**src/rtl/ovs_pkg.sv**
```systemverilog
// Shared constants and the slot stretch rule for the oversampling tick generator.
package ovs_pkg;
    localparam int SLOTS  = 16;
    localparam int SLOT_W = 5;   // holds 0..16, including the added second-stage slot
    localparam int CODE_W = 4;

    // Returns 1 when the given sample slot is one source clock longer under code.
    function automatic logic slot_stretched(input logic [SLOT_W-1:0] slot,
                                            input logic [CODE_W-1:0] code);
        logic [SLOT_W-1:0] lo_end;
        logic [SLOT_W-1:0] hi_start;
        lo_end   = ({1'b0, code} + 5'd1) >> 1;
        hi_start = 5'(SLOTS) - ({1'b0, code} >> 1);
        return ((slot >= 5'd1) && (slot <= lo_end)) ||
               ((slot >= hi_start) && (slot <= 5'(SLOTS - 1)));
    endfunction
endpackage

```
**src/rtl/ovs_prescaler.sv**
```systemverilog
// First stage: counts source clocks into sample slots of presc (+1 if stretched).
// Assumes presc is steady between restarts; presc of 0 or 1 means every cycle ticks.
module ovs_prescaler #(
    parameter int PRESC_W = 16
) (
    input  logic               clk,
    input  logic               rst_n,
    input  logic               run,
    input  logic               restart,
    input  logic [PRESC_W-1:0] presc,
    input  logic               stretch,
    output logic               tick
);
    logic [PRESC_W-1:0] pcnt;
    logic [PRESC_W-1:0] period_m1;
    logic               bypass;

    // Last count value of the current slot.
    always_comb begin
        bypass    = (presc <= PRESC_W'(1));
        period_m1 = presc - PRESC_W'(1) + PRESC_W'(stretch);
    end

    // Tick when the slot is complete; restart always suppresses it.
    assign tick = run && !restart && (bypass || (pcnt >= period_m1));

    // Source-clock counter within the current slot.
    always_ff @(posedge clk) begin
        if (!rst_n || !run || restart) begin
            pcnt <= '0;
        end else if (tick) begin
            pcnt <= '0;
        end else begin
            pcnt <= pcnt + PRESC_W'(1);
        end
    end
endmodule

```
**src/rtl/ovs_slot_seq.sv**
```systemverilog
// Second stage: counts sample ticks into bits, tracks the bit index in the
// character, and applies the per-bit extra slot. Assumes tick is one cycle wide.
module ovs_slot_seq
    import ovs_pkg::*;
#(
    parameter int BITS = 8
) (
    input  logic              clk,
    input  logic              rst_n,
    input  logic              run,
    input  logic              restart,
    input  logic              tick,
    input  logic [CODE_W-1:0] fmod,
    input  logic [BITS-1:0]   smod,
    output logic [SLOT_W-1:0] slot,
    output logic              stretch,
    output logic              bit_tick
);
    localparam int BIDX_W = (BITS > 1) ? $clog2(BITS) : 1;

    logic [BIDX_W-1:0] bidx;
    logic [SLOT_W-1:0] last_slot;

    // Final slot of the current bit, 16 when the bit carries the extra slot.
    always_comb begin
        last_slot = smod[bidx] ? SLOT_W'(SLOTS) : SLOT_W'(SLOTS - 1);
        stretch   = slot_stretched(slot, fmod);
    end

    assign bit_tick = tick && (slot >= last_slot);

    // Slot and bit index advance.
    always_ff @(posedge clk) begin
        if (!rst_n || !run || restart) begin
            slot <= '0;
            bidx <= '0;
        end else if (bit_tick) begin
            slot <= '0;
            bidx <= (bidx == BIDX_W'(BITS - 1)) ? '0 : bidx + BIDX_W'(1);
        end else if (tick) begin
            slot <= slot + SLOT_W'(1);
        end
    end
endmodule

```
**src/rtl/ovs_vote.sv**
```systemverilog
// Mid-bit strobes at slots 7, 8, 9 and a registered 2-of-3 vote of the serial input.
module ovs_vote
    import ovs_pkg::*;
(
    input  logic              clk,
    input  logic              rst_n,
    input  logic              tick,
    input  logic [SLOT_W-1:0] slot,
    input  logic              rx_in,
    output logic [2:0]        stb,
    output logic              vote
);
    localparam int FIRST = 7;

    logic s_a;
    logic s_b;

    // One strobe per voting slot.
    for (genvar i = 0; i < 3; i++) begin : g_stb
        assign stb[i] = tick && (slot == SLOT_W'(FIRST + i));
    end

    // Capture the first two samples and resolve the vote on the third.
    always_ff @(posedge clk) begin
        if (!rst_n) begin
            s_a  <= 1'b0;
            s_b  <= 1'b0;
            vote <= 1'b0;
        end else begin
            if (stb[0]) s_a <= rx_in;
            if (stb[1]) s_b <= rx_in;
            if (stb[2]) vote <= (s_a & s_b) | (s_a & rx_in) | (s_b & rx_in);
        end
    end
endmodule

```
**src/rtl/ovs_baud_gen.sv**
```systemverilog
// Top: two cascaded fractional dividers plus mid-bit voting for 16x oversampling.
// Assumes configuration inputs change only together with restart or while idle.
module ovs_baud_gen
    import ovs_pkg::*;
#(
    parameter int PRESC_W = 16,
    parameter int BITS    = 8
) (
    input  logic               clk,
    input  logic               rst_n,
    input  logic               enable,
    input  logic               os_mode,
    input  logic [PRESC_W-1:0] presc,
    input  logic [CODE_W-1:0]  fmod,
    input  logic [BITS-1:0]    smod,
    input  logic               restart,
    input  logic               rx_in,
    output logic               samp_tick,
    output logic               bit_tick,
    output logic [2:0]         vote_stb,
    output logic               vote_bit
);
    logic              run;
    logic              stretch;
    logic [SLOT_W-1:0] slot;

    assign run = enable && os_mode;

    ovs_prescaler #(.PRESC_W(PRESC_W)) u_presc (
        .clk(clk), .rst_n(rst_n), .run(run), .restart(restart),
        .presc(presc), .stretch(stretch), .tick(samp_tick)
    );

    ovs_slot_seq #(.BITS(BITS)) u_seq (
        .clk(clk), .rst_n(rst_n), .run(run), .restart(restart),
        .tick(samp_tick), .fmod(fmod), .smod(smod),
        .slot(slot), .stretch(stretch), .bit_tick(bit_tick)
    );

    ovs_vote u_vote (
        .clk(clk), .rst_n(rst_n), .tick(samp_tick), .slot(slot),
        .rx_in(rx_in), .stb(vote_stb), .vote(vote_bit)
    );
endmodule

```
**config.mk**
```make
export PLATFORM = sky130hd
export DESIGN_NAME = ovs_baud_gen
export DESIGN_NICKNAME = d
export VERILOG_FILES = /design/src/rtl/ovs_pkg.sv /design/src/rtl/ovs_prescaler.sv /design/src/rtl/ovs_slot_seq.sv /design/src/rtl/ovs_vote.sv /design/src/rtl/ovs_baud_gen.sv
export SDC_FILE = /design/constraint.sdc
export NUM_CORES = 1
export LEC_CHECK = 0
export ABC_AREA = 1
export CORE_MARGIN = 2
export CORE_UTILIZATION = 50
export CTS_CLUSTER_DIAMETER = 40
export DETAILED_ROUTE_END_ITERATION = 10
export PLACE_DENSITY = 0.75
export SKIP_CTS_REPAIR_TIMING = 1
export SLEW_MARGIN = 20
export SYNTH_ARGS = -nofsm -noshare
export SYNTH_HDL_FRONTEND = slang
export SYNTH_SLANG_ARGS = --single-unit
```
**constraint.sdc**
```tcl
create_clock -name clk -period 3.9 [get_ports clk]
set_input_delay 0.39 -clock clk [delete_from_list [all_inputs] [get_ports clk]]
set_output_delay 0.39 -clock clk [all_outputs]
set_load 0.01 [all_outputs]
```
==> results of run 1 <==
[final cells by class]
type | instances | area share (%)
clock buffer | 4 | 1.20
inverter | 68 | 7.25
multi-input combinational | 294 | 56.8
sequential | 27 | 14.4
tap | 70 | 2.33
timing repair buffer | 76 | 18.1
[worst paths after layout]
path,from,to,slack [ps],cells past startpoint
min reg2reg,u_presc.pcnt[0]$_SDFF_PP0_,u_presc.pcnt[0]$_SDFF_PP0_,490,1
max reg2reg,u_seq.slot[0]$_SDFFE_PP0P_,u_seq.slot[4]$_SDFFE_PP0P_,-60,25
max,fmod[2],vote_stb[1],-490,28
min,u_presc.pcnt[0]$_SDFF_PP0_,u_presc.pcnt[0]$_SDFF_PP0_,490,1
[Yosys cell counts, types with 2 or more instances]
library cell  count  area share [%]
a21oi_2           5             1.6
nand3b_1          2            0.55
o21ai_0          10             1.8
xnor2_1          12             3.9
or2_2             2            0.46
a21oi_1          13             2.4
nor2_2           15             3.5
xor2_1           15             4.8
nand4_1          11             2.5
nor2_1           47             6.5
nand3_1          13             2.4
nand2_1          80              11
nand2_4           4             1.7
dfxtp_1          27              20
nand3_2           2            0.74
ha_1             43              20
inv_1            67             9.3
o22ai_1           2            0.46
nor3_1            7             1.3
[state kept, by name, summed over array words and instances, names as in the netlist]
name and cells:
u_presc.pcnt 16, u_seq.slot 5, u_seq.bidx 3, u_vote.s_a 1, u_vote.s_b 1, u_vote.vote 1
[stage by stage]
stage,hold WS (ps),std cells
after floorplan,439,391
after global placement,462,531
after detailed placement,468,531
after CTS,490,535
after global routing,529,539
final,487,539
[cells in the final DEF (no fill, tap or decap), types with 2 or more instances in the layout]
| master | n |
|---|---|
| a21oi_1 | 8 |
| a21oi_2 | 10 |
| buf_4 | 36 |
| buf_6 | 7 |
| clkbuf_8 | 3 |
| clkdlybuf4s50_1 | 30 |
| dfxtp_1 | 27 |
| dlymetal6s2s_1 | 2 |
| ha_1 | 35 |
| ha_4 | 7 |
| inv_1 | 59 |
| inv_2 | 7 |
| nand2_1 | 75 |
| nand2_2 | 6 |
| nand2_4 | 3 |
| nand2_8 | 2 |
| nand3_1 | 12 |
| nand3_4 | 4 |
| nand3b_1 | 2 |
| nand4_1 | 11 |
| nor2_1 | 44 |
| nor2_2 | 16 |
| nor2_4 | 3 |
| nor3_1 | 2 |
| nor3_2 | 3 |
| nor3_4 | 3 |
| o21ai_0 | 7 |
| o21ai_1 | 2 |
| o22ai_1 | 2 |
| or2_2 | 2 |
| xnor2_1 | 12 |
| xor2_1 | 15 |
[metal layers]
layer / vias to the layer above / wire length (µm)
li1: 1405 / -
met1: 1171 / 2870
met2: 33 / 3100
met3: 6 / 125
met4: 0 / 63
met5: - / 0
[report_power, final]
group	total, mW	switching, mW	internal, mW
Sequential	0.276	0.000374	0.276
Combinational	0.138	0.0666	0.0711
Clock	0.160	0.0871	0.0732
Total	0.574	0.154	0.420
[logic make-up after synthesis]
family                     Yosys count  share of synthesized area (%)
and+or+nand+nor                    189                           33.3
adders and majority gates           43                           19.9
DFF                                 27                           19.9
xor gates and xnor gates            27                           8.73
AOI/OAI and AO/OA                   34                           7.48
buffers and inverters               71                           10.7
==> flow_summary.ini, run 1 <==
[drt]
routed_wirelength_um = 6160
firstDrtPassIters = 4
drt_iter0_drc = 99
drc = 0
wire_per_inst_um = 11.4
via_count = 2615
vias_per_cell = 4.85
detail-route-antenna-nets = 0

[critical_path]
crit_top_cell = ha_4
path_buf_inv = 8
crit_slowest_cell = nor3_4
critPathMaxStageDelay_ps = 270
critical_path_class = primary input to output pin
cp_max_fo = 6
cp.required_ps = 3510
cp_top_family = simple AND/OR/NAND/NOR gates
start_kind = primary input
cp.arrival_ps = 4000
endpoint_kind = output pin

[power_and_ir_drop]
peakVddDrop_mv = 0.127
finalPower_mw = 0.574
power.density_nw_per_um2 = 153
p_leak_nw = 1.74

[die]
num_io_pins = 40
dieHeight_um = 77.6
core.rowCount = 26
core_um2 = 5170
dieArea_um2 = 6020
dieWidth_um = 77.6
initial_core_util_pct = 52.4

[final_layout]
multi_input_area_um2 = 2130
final_area_um2 = 3760
n_antenna_cell = 0
fin_util_pct = 72.7
area_delta_synth_final_pct = 38.7
ff_latch_area_um2 = 541
fillCellCount = 403
finalNetCount = 547
drive_gt1_share_pct = 25.6

[timing]
slew_headroom_pct = 54.1
layout_setup_ws_ps = -495
fin_crit_ps = 4390
fin_skew_ps = 4.60
worst_slew_pin_slew_ps = 688
finalHoldViolCount = 0
fmax_ghz = 0.228
fin_setup_tns_ps = -6990
rsz0062_at_grt = true
drv_slew = 0
period_share_pct = 113
setup_violations = 32

[place]
hpwlAfterDp_um = 4840
portBuffers = 39
pre_cts_ws_ps = -1480
place.gp.congestion = 0.871
dpl_cell_area_um2 = 3490

[yosys]
yosys_most_used_dff = dfxtp_1
mappedNetlistArea_um2 = 2710
syn_avg_cell_area_um2 = 6.93
ys_seq_elements = 27
syn_inst = 391
yosysSeqAreaShare_pct = 19.9
synth_cell_types = 33
ys.warnings.count = 0
syn_nets = 468
async_flop_share_pct = 0
synth_edf_count = 0

[global_route]
met1_usage_pct = 25.3
grt_start_max_net_pins = 17
met2_usage_pct = 37.9
gr-total-overflow = 0
grt_pass1_vias = 2540
track_usage_pct = 20.7
use_met3_pct = 1.63
grt_busiest_layer = met2
grt_pass1_wl_um = 10500
antenna_found_initial = 0

[clock_tree]
cts_root_buffer = clkbuf_8
cts_sinks = 27
cts_tree = done
clockBufferDepth = 2
cts.clk_slew.worst_paths_ps = 90
cts_buffers = 3
htree_levels = 1
insertion_delay_ps = 270

[outcome]
failed_checks = setup timing
outcome = finished, violations left

[flow_run]
max_cap_viol_count = 0

[hold_path]
hold_path_class = register to register
Note: power is estimated with default switching activity, not from simulation.
==> run 2: changes to the inputs <==
Settings changed: CORE_ASPECT_RATIO from default to 1.5, MAX_ROUTING_LAYER from default to met4.
==> run 2 against run 1 <==
The flow still finishes with violations (setup timing). Count of clock-buffer cells in the layout shrank 1. Sequential cell count unchanged. Wire length rose by 6.9%. First-iteration DRC count is 4.0% lower. Final area barely moved. Global-route usage grew 1.8 points. Clock power about the same. Final cell count is 0.19% lower. Sequential power barely moved. Die area is 0.21% higher. Non-clock buffer count up 1. Register-to-register slack improved by 30 ps. Highest routed layer unchanged.
==> flow_summary.ini, run 2 (same netlist as run 1, synthesis figures left out) <==
[final_layout]
multi_input_area_um2 = 2130
area_delta_synth_final_pct = 38.9
final_common_cell = nand2_1
final_cell_mix = nand2_1, inv_1, nor2_1
fillCellCount = 416
drive_gt1_share_pct = 26.2
n_antenna_cell = 0
ff_latch_area_um2 = 541
top_register = u_presc.pcnt
largest_reg_flops = 16
largest_registers = u_presc.pcnt (16), u_seq.slot (5), u_seq.bidx (3)
finalNetCount = 548

[place]
hpwlAfterDp_um = 5160
portBuffers = 39
pre_cts_ws_ps = -1630
place.gp.congestion = 0.869

[hold_path]
hold_path_class = register to register
hold_start = u_presc.pcnt[0]$_SDFF_PP0_
hold_depth = 1
min_to = u_presc.pcnt[0]$_SDFF_PP0_

[power_and_ir_drop]
p_leak_nw = 1.75
p_sw_share_pct = 27.6
power_frac_clock_pct = 28.3
p_switching_mw = 0.159
p_seq_share_pct = 47.8
power.density_nw_per_um2 = 153
p_int_mw = 0.418
share_comb_of_total_power_pct = 23.9
finalPower_mw = 0.577
peakVddDrop_mv = 0.0974

[critical_path]
path_buf_inv = 9
cp_max_fo = 6
cp.required_ps = 3510
start_kind = primary input
crit_slowest_cell = ha_4
reg2reg_from = u_seq.slot[0]$_SDFFE_PP0P_
cp.arrival_ps = 4090
r2r_setup_slack_ps = -30
worst-path-stages = 30
r2r_end = u_seq.slot[0]$_SDFFE_PP0P_
cp_top_family = simple AND/OR/NAND/NOR gates
critical_path_class = primary input to output pin
critPathMaxStageDelay_ps = 250
endpoint_kind = output pin
worst-r2r-cell-count = 26

[clock_tree]
cts_sinks = 27
insertion_delay_ps = 280
cts_root_buffer = clkbuf_8
clockBufferDepth = 2
cts.clk_slew.worst_paths_ps = 90
cts_buffers = 3
cts_tree = done
htree_levels = 1

[global_route]
antenna_found_initial = 0
track_usage_pct = 22.5
grt_start_max_net_pins = 17
grt_pass1_vias = 2615
grt_pass1_wl_um = 10700
gr-total-overflow = 0

[timing]
fin_skew_ps = 4.23
period_share_pct = 115
fmax_ghz = 0.223
layout_setup_ws_ps = -581
rsz0062_at_grt = true
finalHoldViolCount = 0
worst_slew_pin_slew_ps = 698
slew_headroom_pct = 53.4
drv_slew = 0
setup_violations = 31
fin_crit_ps = 4480

[drt]
wire_per_inst_um = 12.2
m1WireLength_um = 2630
via_count = 2690
routed_wirelength_um = 6590
dr_wl_met3_um = 114
vias_per_cell = 5.00
met2_length_um = 3680
detail-route-antenna-nets = 0
drt_iter0_drc = 95
drc = 0
firstDrtPassIters = 4
top_layer = met4

[die]
dieWidth_um = 64.1
dieArea_um2 = 6040
num_io_pins = 40
dieHeight_um = 94.2
initial_core_util_pct = 52.1
core.rowCount = 32
core_um2 = 5200

[flow_run]
max_cap_viol_count = 0

[outcome]
failed_checks = setup timing
outcome = finished, violations left
[run 2: changes by cell type in the layout (fill, tap and decap cells not counted), sizes merged]
cell	previous run	this run
buf	43	42
dlymetal6s2s	2	3
clkinv	0	1
[run 2: final cells by class]
cell class / count / area share, %
Clock buffer: 3 / 1.10
Clock inverter: 1 / 0.133
Inverter: 68 / 7.25
Multi-Input combinational cell: 294 / 56.5
Sequential cell: 27 / 14.4
Tap cell: 68 / 2.26
Timing Repair Buffer: 77 / 18.4
[run 2: per-layer routing]
| metal | GRT usage (%) | up-vias |
|---|---|---|
| met5 | - | - |
| met4 | 8.69 | 0 |
| met3 | 1.56 | 11 |
| met2 | 44.6 | 37 |
| met1 | 22.4 | 1235 |
| li1 | - | 1407 |
[run 2: how the worst max path moves through the flow]
stage | from | endpoint | slack, ps
CTS | fmod[2] | samp_tick | -1660
floorplan | fmod[2] | bit_tick | -260
global placement | fmod[2] | vote_stb[2] | -1490
global route | fmod[2] | bit_tick | -810
finish | fmod[2] | bit_tick | -580
detailed placement | fmod[2] | samp_tick | -1630
[run 2: metrics by stage]
stage	utilization [%]	cell area, µm²	setup TNS [ps]	hold slack, ps	std cells
after floorplan	-	2800	-2050	439	391
after global placement	66.9	3480	-35460	454	528
after detailed placement	66.9	3480	-39980	457	528
after CTS	67.8	3530	-32360	481	532
after global routing	72.3	3760	-14580	535	538
final	72.3	3760	-6800	496	538
[run 2: power by group through the flow]
stage          clock network, mW  logic (mW)  registers [mW]
3_5_place_dp                   0       0.130           0.283
6_report                   0.163       0.138           0.276
3_3_place_gp                   0       0.126           0.283
2_1_floorplan                  0      0.0667           0.282
5_1_grt                    0.178       0.154           0.276
4_1_cts                    0.168       0.131           0.276
